--- config.mk ---
export PLATFORM = sky130hd
export DESIGN_NAME = addimm_alu
export DESIGN_NICKNAME = d
export VERILOG_FILES = /design/src/rtl/addimm_pkg.sv /design/src/rtl/addimm_ctrl.sv /design/src/rtl/addimm_adder.sv /design/src/rtl/addimm_datapath.sv /design/src/rtl/addimm_alu.sv
export SDC_FILE = /design/constraint.sdc
export NUM_CORES = 1
export LEC_CHECK = 0
export ABC_AREA = 1
export BUFFER_PORTS_ARGS = -buffer_cell sky130_fd_sc_hd__buf_2
export CAP_MARGIN = 20
export CELL_PAD_IN_SITES_DETAIL_PLACEMENT = 2
export CELL_PAD_IN_SITES_GLOBAL_PLACEMENT = 2
export CORE_MARGIN = 2
export CORE_UTILIZATION = 39
export CTS_BUF_LIST = sky130_fd_sc_hd__clkbuf_16
export DETAILED_ROUTE_END_ITERATION = 8
export PLACE_DENSITY_LB_ADDON = 0.1
export SYNTH_ARGS = -nofsm -noshare
export SYNTH_HDL_FRONTEND = slang
export SYNTH_HIERARCHICAL = 1
export SYNTH_SLANG_ARGS = --single-unit
--- constraint.sdc ---
create_clock -name clk -period 7 [get_ports clk]
set_clock_uncertainty 0.1 [all_clocks]
set_input_delay 1.05 -clock clk [delete_from_list [all_inputs] [get_ports clk]]
set_output_delay 1.05 -clock clk [all_outputs]
set_load 0.05 [all_outputs]
--- src/rtl/addimm_pkg.sv ---
package addimm_pkg;
  localparam int STAT_W   = 32;
  localparam int IMM_W    = 7;
  localparam int POS_ZERO = 0;
  localparam int POS_NEG  = 1;
  localparam int POS_CDUP = 2;
  localparam int POS_VDUP = 3;
  localparam int POS_CARRY = 12;
  localparam int POS_OVF  = 24;
  localparam int POS_STKY = 25;

  localparam logic [STAT_W-1:0] STAT_MASK =
      (STAT_W'(1) << POS_ZERO) | (STAT_W'(1) << POS_NEG)  |
      (STAT_W'(1) << POS_CDUP) | (STAT_W'(1) << POS_VDUP) |
      (STAT_W'(1) << POS_CARRY) | (STAT_W'(1) << POS_OVF) |
      (STAT_W'(1) << POS_STKY);

  typedef struct packed {
    logic clrAll;
    logic regWr;
    logic flagUpd;
    logic statLoad;
  } aluStrobes_t;
endpackage

--- src/rtl/addimm_ctrl.sv ---
module addimm_ctrl
  import addimm_pkg::*;
(
  input  logic        rst,
  input  logic        exeStb,
  input  logic        statWrEn,
  output aluStrobes_t strobes
);
  always_comb begin
    strobes          = '0;
    strobes.clrAll   = rst;
    strobes.regWr    = !rst && exeStb;
    strobes.statLoad = !rst && statWrEn;
    strobes.flagUpd  = !rst && exeStb && !statWrEn;
  end
endmodule

--- src/rtl/addimm_adder.sv ---
module addimm_adder #(
  parameter int DATA_W = 32,
  parameter int IMM_W  = 7
) (
  input  logic [DATA_W-1:0] opA,
  input  logic [IMM_W-1:0]  imm,
  output logic [DATA_W-1:0] sum,
  output logic              carryOut,
  output logic              ovf
);
  localparam int EXT_W = DATA_W - IMM_W;

  logic [DATA_W-1:0] extImm;
  logic [DATA_W:0]   wideSum;

  assign extImm   = {{EXT_W{imm[IMM_W-1]}}, imm};
  assign wideSum  = {1'b0, opA} + {1'b0, extImm};
  assign sum      = wideSum[DATA_W-1:0];
  assign carryOut = wideSum[DATA_W];
  assign ovf      = (opA[DATA_W-1] == extImm[DATA_W-1]) &&
                    (sum[DATA_W-1] != opA[DATA_W-1]);
endmodule

--- src/rtl/addimm_datapath.sv ---
module addimm_datapath
  import addimm_pkg::*;
#(
  parameter int DATA_W   = 32,
  parameter int NUM_REGS = 8,
  localparam int IDX_W   = $clog2(NUM_REGS)
) (
  input  logic              clk,
  input  aluStrobes_t       strobes,
  input  logic [IDX_W-1:0]  wrIdx,
  input  logic [IMM_W-1:0]  immVal,
  input  logic [STAT_W-1:0] statWrData,
  input  logic [IDX_W-1:0]  rdIdx,
  output logic [DATA_W-1:0] rdData,
  output logic [STAT_W-1:0] statusWord
);
  logic [DATA_W-1:0] regFile [NUM_REGS];
  logic [DATA_W-1:0] opA;
  logic [DATA_W-1:0] sumVal;
  logic              carryOut;
  logic              ovf;
  logic [STAT_W-1:0] flagWord;

  assign opA    = regFile[wrIdx];
  assign rdData = regFile[rdIdx];

  addimm_adder #(.DATA_W(DATA_W), .IMM_W(IMM_W)) u_adder (
    .opA      (opA),
    .imm      (immVal),
    .sum      (sumVal),
    .carryOut (carryOut),
    .ovf      (ovf)
  );

  for (genvar g = 0; g < NUM_REGS; g++) begin : g_reg
    always_ff @(posedge clk) begin
      if (strobes.clrAll)
        regFile[g] <= '0;
      else if (strobes.regWr && (wrIdx == IDX_W'(g)))
        regFile[g] <= sumVal;
    end
  end

  always_comb begin
    flagWord            = '0;
    flagWord[POS_ZERO]  = (sumVal == '0);
    flagWord[POS_NEG]   = sumVal[DATA_W-1];
    flagWord[POS_CARRY] = carryOut;
    flagWord[POS_CDUP]  = carryOut;
    flagWord[POS_OVF]   = ovf;
    flagWord[POS_VDUP]  = ovf;
    flagWord[POS_STKY]  = statusWord[POS_STKY] | ovf;
  end

  always_ff @(posedge clk) begin
    if (strobes.clrAll)
      statusWord <= '0;
    else if (strobes.statLoad)
      statusWord <= statWrData & STAT_MASK;
    else if (strobes.flagUpd)
      statusWord <= flagWord;
  end
endmodule

--- src/rtl/addimm_alu.sv ---
module addimm_alu
  import addimm_pkg::*;
#(
  parameter int DATA_W   = 32,
  parameter int NUM_REGS = 8,
  localparam int IDX_W   = $clog2(NUM_REGS)
) (
  input  logic              clk,
  input  logic              rst,
  input  logic              exeStb,
  input  logic [IDX_W-1:0]  regSel,
  input  logic [6:0]        immVal,
  input  logic              statWrEn,
  input  logic [31:0]       statWrData,
  input  logic [IDX_W-1:0]  rdSel,
  output logic [DATA_W-1:0] rdData,
  output logic [31:0]       statusOut
);
  aluStrobes_t strobes;

  addimm_ctrl u_ctrl (
    .rst      (rst),
    .exeStb   (exeStb),
    .statWrEn (statWrEn),
    .strobes  (strobes)
  );

  addimm_datapath #(.DATA_W(DATA_W), .NUM_REGS(NUM_REGS)) u_dp (
    .clk        (clk),
    .strobes    (strobes),
    .wrIdx      (regSel),
    .immVal     (immVal),
    .statWrData (statWrData),
    .rdIdx      (rdSel),
    .rdData     (rdData),
    .statusWord (statusOut)
  );
endmodule

==> metrics.txt, run 1 <==
# TYPE chip_impl_metric gauge
chip_impl_metric{name="global_routing_usage_on_met3",unit="%"} 2.48
chip_impl_metric{name="pin_count",unit=""} 113
chip_impl_metric{name="worst-endpoint-required",unit="ns"} 7.41
chip_impl_info{name="crit_path_end_kind",value="flip-flop"} 1
chip_impl_info{name="cts_tree",value="built"} 1
chip_impl_metric{name="ys_ff_latch",unit=""} 263
chip_impl_metric{name="antenna_found_initial",unit=""} 0
chip_impl_metric{name="achievable_frequency",unit="GHz"} 0.206
chip_impl_metric{name="clkTransAtPathRegs",unit="ns"} 0.06
chip_impl_metric{name="diode_insertion_count_for_antenna_repair",unit=""} 0
chip_impl_metric{name="count_of_pins_over_their_slew_limit",unit=""} 0
chip_impl_metric{name="hold_slack",unit="ns"} 0.374
chip_impl_info{name="grt_peak_use_layer",value="met2"} 1
chip_impl_metric{name="postCtsSetupRepairBufs",unit=""} 0
chip_impl_metric{name="die_height",unit="µm"} 207
chip_impl_info{name="rsz0062_at_grt",value="false"} 1
chip_impl_metric{name="ctsHoldBuffers",unit=""} 0
chip_impl_metric{name="dr.pass1.iters",unit=""} 5
chip_impl_metric{name="core.rowCount",unit=""} 74
chip_impl_info{name="hp-class",value="reg -> reg"} 1
chip_impl_metric{name="internal-power",unit="W"} 0.00283
chip_impl_metric{name="relSlewSlack",unit="%"} 30.5
chip_impl_metric{name="seq_power_share",unit="%"} 42.9
chip_impl_metric{name="wl",unit="mm"} 64.0
chip_impl_metric{name="postLayoutSetupSlackWorst",unit="ns"} 2.14
chip_impl_metric{name="port-buffer-count",unit=""} 62
chip_impl_info{name="synth.top_cells.by_count",value="sky130_fd_sc_hd__nand2_1 (606), sky130_fd_sc_hd__nor2_1 (514), sky130_fd_sc_hd__edfxtp_1 (256), sky130_fd_sc_hd__o21ai_0 (176), sky130_fd_sc_hd__inv_1 (104)"} 1
chip_impl_metric{name="n_fill_cell",unit=""} 4679
chip_impl_info{name="cp-start-kind",value="input pin"} 1
chip_impl_metric{name="setup_viol_count_final",unit=""} 0
chip_impl_metric{name="crit_path_max_fanout",unit=""} 38
chip_impl_metric{name="core-area",unit="µm²"} 40700
chip_impl_metric{name="number_of_global_route_vias_before_repair",unit=""} 16100
chip_impl_metric{name="route.detailed.vias_per_inst",unit=""} 5.60
chip_impl_metric{name="pre_cts_slack",unit="ns"} 1.52
chip_impl_metric{name="p_leak",unit="nW"} 7.70
chip_impl_metric{name="wl_per_cell",unit="µm"} 23.9
chip_impl_metric{name="post-dp-hpwl",unit="mm"} 41.8
chip_impl_info{name="yosysMostFrequentCell",value="sky130_fd_sc_hd__nand2_1"} 1
chip_impl_metric{name="power.net_switching",unit="W"} 0.00145
chip_impl_metric{name="width_of_the_die",unit="µm"} 207
chip_impl_info{name="timing.critical_path.slowest_stage_cell",value="sky130_fd_sc_hd__fa_1"} 1
chip_impl_metric{name="gr-usage-all-layers",unit="%"} 30.3
chip_impl_info{name="crit_family",value="simple AND/OR/NAND/NOR gates"} 1
chip_impl_metric{name="drcViolationCount",unit=""} 0
chip_impl_metric{name="sequential_area_share_after_synthesis",unit="%"} 48.8
chip_impl_metric{name="multi_input_area",unit="µm²"} 7270
chip_impl_metric{name="numClockSinks",unit=""} 263
chip_impl_metric{name="final_net_count",unit=""} 2208
chip_impl_metric{name="global_route.usage.met1",unit="%"} 41.0
chip_impl_info{name="post-synth-top-area-cell",value="sky130_fd_sc_hd__edfxtp_1"} 1
chip_impl_metric{name="cts-resized-gates",unit=""} 0
chip_impl_metric{name="groute.layer.met2.usage",unit="%"} 52.2
chip_impl_info{name="synthTopCellsByArea",value="sky130_fd_sc_hd__edfxtp_1 (48%), sky130_fd_sc_hd__nand2_1 (14%), sky130_fd_sc_hd__nor2_1 (12%), sky130_fd_sc_hd__o21ai_0 (5.5%), sky130_fd_sc_hd__ha_1 (2.5%)"} 1
chip_impl_metric{name="postSynth.asyncResetShare",unit="%"} 0
chip_impl_metric{name="max_stage_delay",unit="ns"} 0.47
chip_impl_info{name="critical-path-top-cell-by-count",value="sky130_fd_sc_hd__nand2_1"} 1
chip_impl_metric{name="htree_num_levels",unit=""} 1
chip_impl_metric{name="period_utilization_post_route",unit="%"} 69.4
chip_impl_metric{name="drt.antenna.violating_nets",unit=""} 0
chip_impl_metric{name="power_density",unit="nW/µm²"} 241
chip_impl_metric{name="syn_to_final_growth",unit="%"} 10.7
chip_impl_metric{name="arrival",unit="ns"} 5.27
chip_impl_metric{name="path_buf_inv",unit=""} 3
chip_impl_metric{name="vdd_ir_drop_max",unit="mV"} 0.215
chip_impl_metric{name="combinationalPowerShare",unit="%"} 23.1
chip_impl_metric{name="fin_util",unit="%"} 43.6
chip_impl_metric{name="count_of_flip_flops_with_a_built_in_enable_after_synthesis",unit=""} 256
chip_impl_metric{name="grt.overflow.total",unit=""} 0
chip_impl_metric{name="finalWorstPathRequiredPeriod",unit="ns"} 4.86
chip_impl_info{name="worst-setup-path-type",value="in -> reg"} 1
chip_impl_metric{name="cts_inserted_buffers",unit=""} 31
chip_impl_info{name="run_status",value="complete, no violations"} 1
chip_impl_metric{name="grt_max_degree",unit=""} 79
chip_impl_metric{name="layout.area.seq",unit="µm²"} 7830
chip_impl_metric{name="report.final.hold_viol_count",unit=""} 0
chip_impl_metric{name="yosys.cell_types.count",unit=""} 39
chip_impl_metric{name="clock_insertion_delay_worst_skew",unit="ns"} 0.58
chip_impl_metric{name="synthesis.area",unit="µm²"} 16000
chip_impl_metric{name="synthesis.yosys.warnings",unit=""} 6
chip_impl_metric{name="synthesis.area_per_instance",unit="µm²"} 7.62
chip_impl_metric{name="timing.max_cap.violations",unit=""} 0
chip_impl_metric{name="dr_total_vias",unit=""} 15000
chip_impl_info{name="ys_dominant_reg_cell",value="sky130_fd_sc_hd__edfxtp_1"} 1
chip_impl_metric{name="postSynthCellCount",unit=""} 2104
chip_impl_metric{name="max_slew.worst_pin.slew",unit="ns"} 1.04
chip_impl_info{name="root_buffer",value="sky130_fd_sc_hd__clkbuf_16"} 1
chip_impl_metric{name="drt_iter0_markers",unit=""} 913
chip_impl_metric{name="initial_utilization",unit="%"} 39.4
chip_impl_metric{name="die_area",unit="µm²"} 42800
chip_impl_metric{name="final_total_negative_setup_slack",unit="ns"} 0
chip_impl_metric{name="post_route_cells_drive_above_1_share",unit="%"} 8.98
chip_impl_metric{name="power.clock.fraction",unit="%"} 34.0
chip_impl_metric{name="top_area_cell_type_share_of_the_netlist_area",unit="%"} 47.9
chip_impl_metric{name="power_switching_share",unit="%"} 33.9
chip_impl_metric{name="place.gp.congestion",unit=""} 0.909
chip_impl_metric{name="first_pass_grt_wire_length",unit="mm"} 96.5
chip_impl_metric{name="ctsLongestPathBuffers",unit=""} 3
-- routing by layer --
| layer | part of all wire [%] | vias to the layer above | routed length (µm) |
|---|---|---|---|
| met2 | 48 | 321 | 30700 |
| met1 | 46 | 7709 | 29200 |
| met4 | 2.6 | 0 | 1680 |
| li1 | - | 6886 | - |
| met5 | 0 | - | 0 |
| met3 | 3.8 | 97 | 2420 |
-- registers in the layout (all words and copies together) (netlist names) --
signal           flops
u_dp/statusWord      7
u_dp/regFile       256
-- worst reg2reg max path, stage by stage, from the launching register on --
cell	delay [ns]
sky130_fd_sc_hd__edfxtp_1	0.41
sky130_fd_sc_hd__nand2_1	0.11
sky130_fd_sc_hd__nand4_1	0.11
sky130_fd_sc_hd__nand2_1	0.09
sky130_fd_sc_hd__nand2_1	0.15
sky130_fd_sc_hd__ha_1	0.31
sky130_fd_sc_hd__fa_1	0.47
sky130_fd_sc_hd__nand3_1	0.13
sky130_fd_sc_hd__nand2_2	0.10
sky130_fd_sc_hd__nand2_1	0.09
sky130_fd_sc_hd__nand2_2	0.08
sky130_fd_sc_hd__nand2_1	0.09
sky130_fd_sc_hd__nand2_2	0.10
sky130_fd_sc_hd__nand2_1	0.10
sky130_fd_sc_hd__nand2_1	0.05
sky130_fd_sc_hd__nand2_1	0.06
sky130_fd_sc_hd__nand2_1	0.08
sky130_fd_sc_hd__nor2_1	0.09
sky130_fd_sc_hd__nand2_1	0.07
sky130_fd_sc_hd__nor2_1	0.18
sky130_fd_sc_hd__nand3_1	0.18
sky130_fd_sc_hd__nor2_1	0.24
sky130_fd_sc_hd__nor2_1	0.07
sky130_fd_sc_hd__nor2_1	0.08
-- stage by stage --
step,std cells,power [W],area (µm²)
floorplan,2128,0.00252,16100
global placement,2624,0.00281,16800
detailed placement,2624,0.00285,16800
CTS,2680,0.00430,17700
global route,2681,0.00446,17700
finish,2681,0.00428,17700
-- kinds of logic (layout without fill, tap and decap cells) --
logic type | count (synthesis) | count (layout) | share of synthesized area, %
AO/OA/AOI/OAI | 266 | 266 | 8.77
XOR/XNOR | 19 | 19 | 1.08
adder cells (fa/ha/maj) | 33 | 33 | 2.62
buffers and inverters | 251 | 272 | 6.93
flip-flops | 263 | 263 | 48.8
other | 1 | 25 | 0.0234
AND/OR/NAND/NOR | 1271 | 1271 | 31.8
-- path summary, 6_finish.rpt --
check | from | endpoint | slack [ns] | cells after the start
setup / recovery | regSel[1] | u_dp/statusWord[0] | 2.14 | 27
hold / removal | u_dp/statusWord[24] | u_dp/statusWord[24] | 0.37 | 2
setup reg to reg | u_dp/regFile[4][0] | u_dp/statusWord[0] | 3.39 | 23
hold reg to reg | u_dp/statusWord[24] | u_dp/statusWord[24] | 0.37 | 2
-- cell type report --
class,instances,area share [%]
sequential,263,44.1
timing repair buffer,101,3.71
multi-input combinational,1614,40.9
tap,532,3.75
clock buffer,32,4.51
clock inverter,24,0.543
inverter,115,2.45
-- power groups by stage --
stage / clock network [W] / registers, W / logic [W]
after floorplan: 0 / 0.00186 / 0.000655
after global placement: 0 / 0.00186 / 0.000947
after detailed placement: 0 / 0.00187 / 0.000983
after CTS: 0.00148 / 0.00183 / 0.000989
after global routing: 0.00153 / 0.00184 / 0.00108
final: 0.00145 / 0.00184 / 0.000990
-- placed cells by master (no fill, tap or decap), types with 18 or more instances in the layout --
master                      count
sky130_fd_sc_hd__o21ai_0      175
sky130_fd_sc_hd__inv_1        114
sky130_fd_sc_hd__buf_4         37
sky130_fd_sc_hd__nand4_1       58
sky130_fd_sc_hd__buf_2         60
sky130_fd_sc_hd__nand2_2       24
sky130_fd_sc_hd__ha_1          32
sky130_fd_sc_hd__xor2_1        18
sky130_fd_sc_hd__nand3_1       44
sky130_fd_sc_hd__conb_1        25
sky130_fd_sc_hd__nor2_1       514
sky130_fd_sc_hd__o21ai_1       31
sky130_fd_sc_hd__a21oi_1       32
sky130_fd_sc_hd__clkbuf_16     32
sky130_fd_sc_hd__edfxtp_1     256
sky130_fd_sc_hd__nand2_1      599
(Power assumes the default switching activity.)
==> run 2, diff against run 1 <==
Settings changed: ABC_AREA 1 to 0, CORE_UTILIZATION 39 to 40.
Clock period 7 ns to 4.8 ns, I/O delays scaled along.
==> run 2 against run 1 <==
Net effect:
- sequential share of layout area decreased by 2.1 points
- cell area increased by 5.0%
- critical path depth fell by 11
- via count down 31%
- setup slack got worse by 1.8 ns
- core utilization is 4.3 points higher
- combinational power increased by 60%
- worst hold slack worse by 0.044 ns
- final cell count is 33% lower
- non-clock buffer count increased by 96
- global-route usage shrank 5.4 points
- first-iteration DRC count shrank 44%
- largest power group unchanged
==> metrics.txt, run 2 <==
# TYPE chip_impl_metric gauge
chip_impl_metric{name="ctsHoldBuffers",unit=""} 0
chip_impl_metric{name="ctsLongestPathBuffers",unit=""} 3
chip_impl_info{name="run_status",value="complete, no violations"} 1
chip_impl_metric{name="finalNonFillerCells",unit=""} 1802
chip_impl_metric{name="wl",unit="mm"} 50.2
chip_impl_metric{name="top_area_cell_type_share_of_the_netlist_area",unit="%"} 48.5
chip_impl_info{name="layout.cells.most_common_list",value="sky130_fd_sc_hd__and2_1 (261), sky130_fd_sc_hd__edfxtp_1 (256), sky130_fd_sc_hd__buf_4 (126)"} 1
chip_impl_metric{name="max_slew.worst_pin.slew",unit="ns"} 1.13
chip_impl_info{name="synthTopCellsByArea",value="sky130_fd_sc_hd__edfxtp_1 (48%), sky130_fd_sc_hd__mux4_2 (14%), sky130_fd_sc_hd__and2_1 (10%), sky130_fd_sc_hd__mux4_1 (4.6%), sky130_fd_sc_hd__mux2_2 (4.6%)"} 1
chip_impl_metric{name="synthesis.area_per_instance",unit="µm²"} 14.3
chip_impl_metric{name="dr.pass1.iters",unit=""} 5
chip_impl_metric{name="width_of_the_die",unit="µm"} 203
chip_impl_metric{name="drt.antenna.violating_nets",unit=""} 0
chip_impl_metric{name="numClockSinks",unit=""} 263
chip_impl_metric{name="sequential_area_share_after_synthesis",unit="%"} 49.4
chip_impl_metric{name="period_utilization_post_route",unit="%"} 93.7
chip_impl_info{name="root_buffer",value="sky130_fd_sc_hd__clkbuf_16"} 1
chip_impl_info{name="crit_path_end_kind",value="flip-flop"} 1
chip_impl_metric{name="initial_utilization",unit="%"} 40.7
chip_impl_metric{name="post_route_cells_drive_above_1_share",unit="%"} 33.7
chip_impl_metric{name="setup_viol_count_final",unit=""} 0
chip_impl_metric{name="synthesis.area",unit="µm²"} 15900
chip_impl_metric{name="power.net_switching",unit="W"} 0.00200
chip_impl_metric{name="syn_to_final_growth",unit="%"} 17.6
chip_impl_metric{name="worst-endpoint-required",unit="ns"} 5.12
chip_impl_info{name="yosysMostFrequentCell",value="sky130_fd_sc_hd__and2_1"} 1
chip_impl_metric{name="synthesis.yosys.warnings",unit=""} 6
chip_impl_metric{name="clock_insertion_delay_worst_skew",unit="ns"} 0.53
chip_impl_metric{name="antenna_found_initial",unit=""} 2
chip_impl_metric{name="core.rowCount",unit=""} 72
chip_impl_metric{name="vdd_ir_drop_max",unit="mV"} 0.184
chip_impl_metric{name="count_of_pins_over_their_slew_limit",unit=""} 0
chip_impl_metric{name="power_density",unit="nW/µm²"} 364
chip_impl_info{name="rsz0062_at_grt",value="false"} 1
chip_impl_metric{name="drt_iter0_markers",unit=""} 513
chip_impl_metric{name="core-area",unit="µm²"} 38900
chip_impl_metric{name="diode_insertion_count_for_antenna_repair",unit=""} 0
chip_impl_metric{name="grt_max_degree",unit=""} 65
chip_impl_metric{name="dr_total_vias",unit=""} 10300
chip_impl_metric{name="final_total_negative_setup_slack",unit="ns"} 0
chip_impl_metric{name="internal-power",unit="W"} 0.00479
chip_impl_metric{name="finalWorstPathRequiredPeriod",unit="ns"} 4.50
chip_impl_metric{name="wl_per_cell",unit="µm"} 27.8
chip_impl_metric{name="gr-usage-all-layers",unit="%"} 25.0
chip_impl_metric{name="number_of_global_route_vias_before_repair",unit=""} 11600
chip_impl_metric{name="drcViolationCount",unit=""} 0
chip_impl_metric{name="dp_cells",unit=""} 1745
chip_impl_info{name="worst_hold_startpoint",value="statWrData[1]"} 1
chip_impl_metric{name="timing.max_cap.violations",unit=""} 0
chip_impl_metric{name="htree_num_levels",unit=""} 2
chip_impl_metric{name="postSynth.asyncResetShare",unit="%"} 0
chip_impl_info{name="cts_tree",value="built"} 1
chip_impl_metric{name="postCtsSetupRepairBufs",unit=""} 0
chip_impl_metric{name="cts-resized-gates",unit=""} 0
chip_impl_info{name="r2r-start",value="u_dp/regFile[0][0]"} 1
chip_impl_metric{name="cts_inserted_buffers",unit=""} 34
chip_impl_metric{name="postSynthCellCount",unit=""} 1107
chip_impl_metric{name="largest_reg_flops",unit=""} 256
chip_impl_metric{name="relSlewSlack",unit="%"} 24.3
chip_impl_metric{name="port-buffer-count",unit=""} 62
chip_impl_metric{name="total_power",unit="W"} 0.00679
chip_impl_metric{name="place.gp.congestion",unit=""} 0.807
chip_impl_metric{name="yosys.cell_types.count",unit=""} 64
chip_impl_metric{name="post-dp-hpwl",unit="mm"} 32.9
chip_impl_info{name="registers_with_the_most_flip_flops",value="u_dp/regFile (256), u_dp/statusWord (7)"} 1
chip_impl_info{name="cp-start-kind",value="input pin"} 1
chip_impl_metric{name="combinationalPowerShare",unit="%"} 23.3
chip_impl_info{name="synth.top_cells.by_count",value="sky130_fd_sc_hd__and2_1 (261), sky130_fd_sc_hd__edfxtp_1 (256), sky130_fd_sc_hd__mux4_2 (100), sky130_fd_sc_hd__mux2_2 (65), sky130_fd_sc_hd__ha_1 (32)"} 1
chip_impl_metric{name="ff2ff_path_depth",unit=""} 15
chip_impl_metric{name="count_of_flip_flops_with_a_built_in_enable_after_synthesis",unit=""} 256
chip_impl_metric{name="die_height",unit="µm"} 203
chip_impl_metric{name="final_net_count",unit=""} 1345
chip_impl_metric{name="power.clock.fraction",unit="%"} 37.3
chip_impl_info{name="hp-class",value="in -> reg"} 1
chip_impl_metric{name="route.detailed.vias_per_inst",unit=""} 5.72
chip_impl_metric{name="pin_count",unit=""} 113
chip_impl_metric{name="arrival",unit="ns"} 4.82
chip_impl_metric{name="seq_power_share",unit="%"} 39.4
chip_impl_metric{name="pre_cts_slack",unit="ns"} -0.223
chip_impl_metric{name="achievable_frequency",unit="GHz"} 0.222
chip_impl_info{name="ys_dominant_reg_cell",value="sky130_fd_sc_hd__edfxtp_1"} 1
chip_impl_metric{name="postLayoutSetupSlackWorst",unit="ns"} 0.300
chip_impl_metric{name="clkTransAtPathRegs",unit="ns"} 0.06
chip_impl_info{name="registers.top_by_ff_count",value="u_dp/regFile"} 1
chip_impl_metric{name="ys_ff_latch",unit=""} 263
chip_impl_metric{name="power_switching_share",unit="%"} 29.5
chip_impl_metric{name="grt.overflow.total",unit=""} 0
chip_impl_metric{name="die_area",unit="µm²"} 41200
chip_impl_info{name="layout.cells.most_common",value="sky130_fd_sc_hd__and2_1"} 1
chip_impl_info{name="worst_setup_path_startpoint",value="regSel[0]"} 1
chip_impl_info{name="worst-setup-path-type",value="in -> reg"} 1
chip_impl_metric{name="crit_path_max_fanout",unit=""} 7
chip_impl_metric{name="report.final.hold_viol_count",unit=""} 0
chip_impl_metric{name="hold_depth",unit=""} 3
chip_impl_metric{name="p_leak",unit="nW"} 7.31
chip_impl_metric{name="first_pass_grt_wire_length",unit="mm"} 75.4
chip_impl_info{name="post-synth-top-area-cell",value="sky130_fd_sc_hd__edfxtp_1"} 1
## run 2: per-stage QoR
step	cell area, µm²	util, %	hold WS [ns]
2_1_floorplan	15900	-	0.737
3_3_place_gp	17600	45.2	0.450
3_5_place_dp	17600	45.2	0.500
4_1_cts	18600	47.9	0.308
5_1_grt	18600	47.9	0.340
6_report	18600	47.9	0.330
## run 2: layout make-up
class	count	area, µm²
Clock buffer	35	876
Multi-Input combinational cell	759	7590
Tap cell	518	648
Timing Repair Buffer	197	1480
Fill cell	3744	20300
Inverter	8	30.0
Sequential cell	263	7830
Clock inverter	22	196
## run 2: final timing paths
check | to | slack, ns
worst max-delay path | u_dp/statusWord[12] | 0.30
worst max register to register | u_dp/statusWord[12] | 0.34
worst min register to register | u_dp/statusWord[25] | 0.50
worst min-delay path | u_dp/statusWord[1] | 0.33
## run 2: kinds of logic (layout without fill, tap and decap cells)
kind of cell | Yosys count | after routing | synth area share, %
compound gates | 105 | 105 | 4.47
simple gates | 369 | 369 | 14.0
other cells | 1 | 25 | 0.0236
fa+ha+maj | 33 | 33 | 2.65
mux | 198 | 198 | 23.8
flops | 263 | 263 | 49.4
buf+inv | 109 | 262 | 4.07
xor+xnor | 29 | 29 | 1.60
## run 2: power by group through the flow
stage | combinational (W) | clock, W | sequential, W
CTS | 0.00160 | 0.00259 | 0.00268
global route | 0.00171 | 0.00266 | 0.00269
floorplan | 0.000945 | 0 | 0.00272
detailed placement | 0.00159 | 0 | 0.00272
global placement | 0.00155 | 0 | 0.00271
finish | 0.00158 | 0.00253 | 0.00268
## run 2: critical path, stage by stage
cell	delay, ns
sky130_fd_sc_hd__buf_4	0.20
sky130_fd_sc_hd__buf_12	0.15
sky130_fd_sc_hd__mux4_2	0.52
sky130_fd_sc_hd__mux2_2	0.32
sky130_fd_sc_hd__fa_1	0.47
sky130_fd_sc_hd__a21oi_2	0.20
sky130_fd_sc_hd__nor2_1	0.12
sky130_fd_sc_hd__o31ai_4	0.32
sky130_fd_sc_hd__o211ai_4	0.16
sky130_fd_sc_hd__a211o_1	0.31
sky130_fd_sc_hd__a211o_1	0.34
sky130_fd_sc_hd__buf_4	0.14
sky130_fd_sc_hd__a221o_1	0.36
sky130_fd_sc_hd__mux2i_1	0.17
sky130_fd_sc_hd__o21ai_0	0.09
sky130_fd_sc_hd__and2_1	0.20
## run 2: routing by layer
layer	GRT usage (%)	part of all wire, %
met1	33.9	45
met5	0	0
met2	42.8	50
met3	2.97	3.4
met4	5.87	1.9
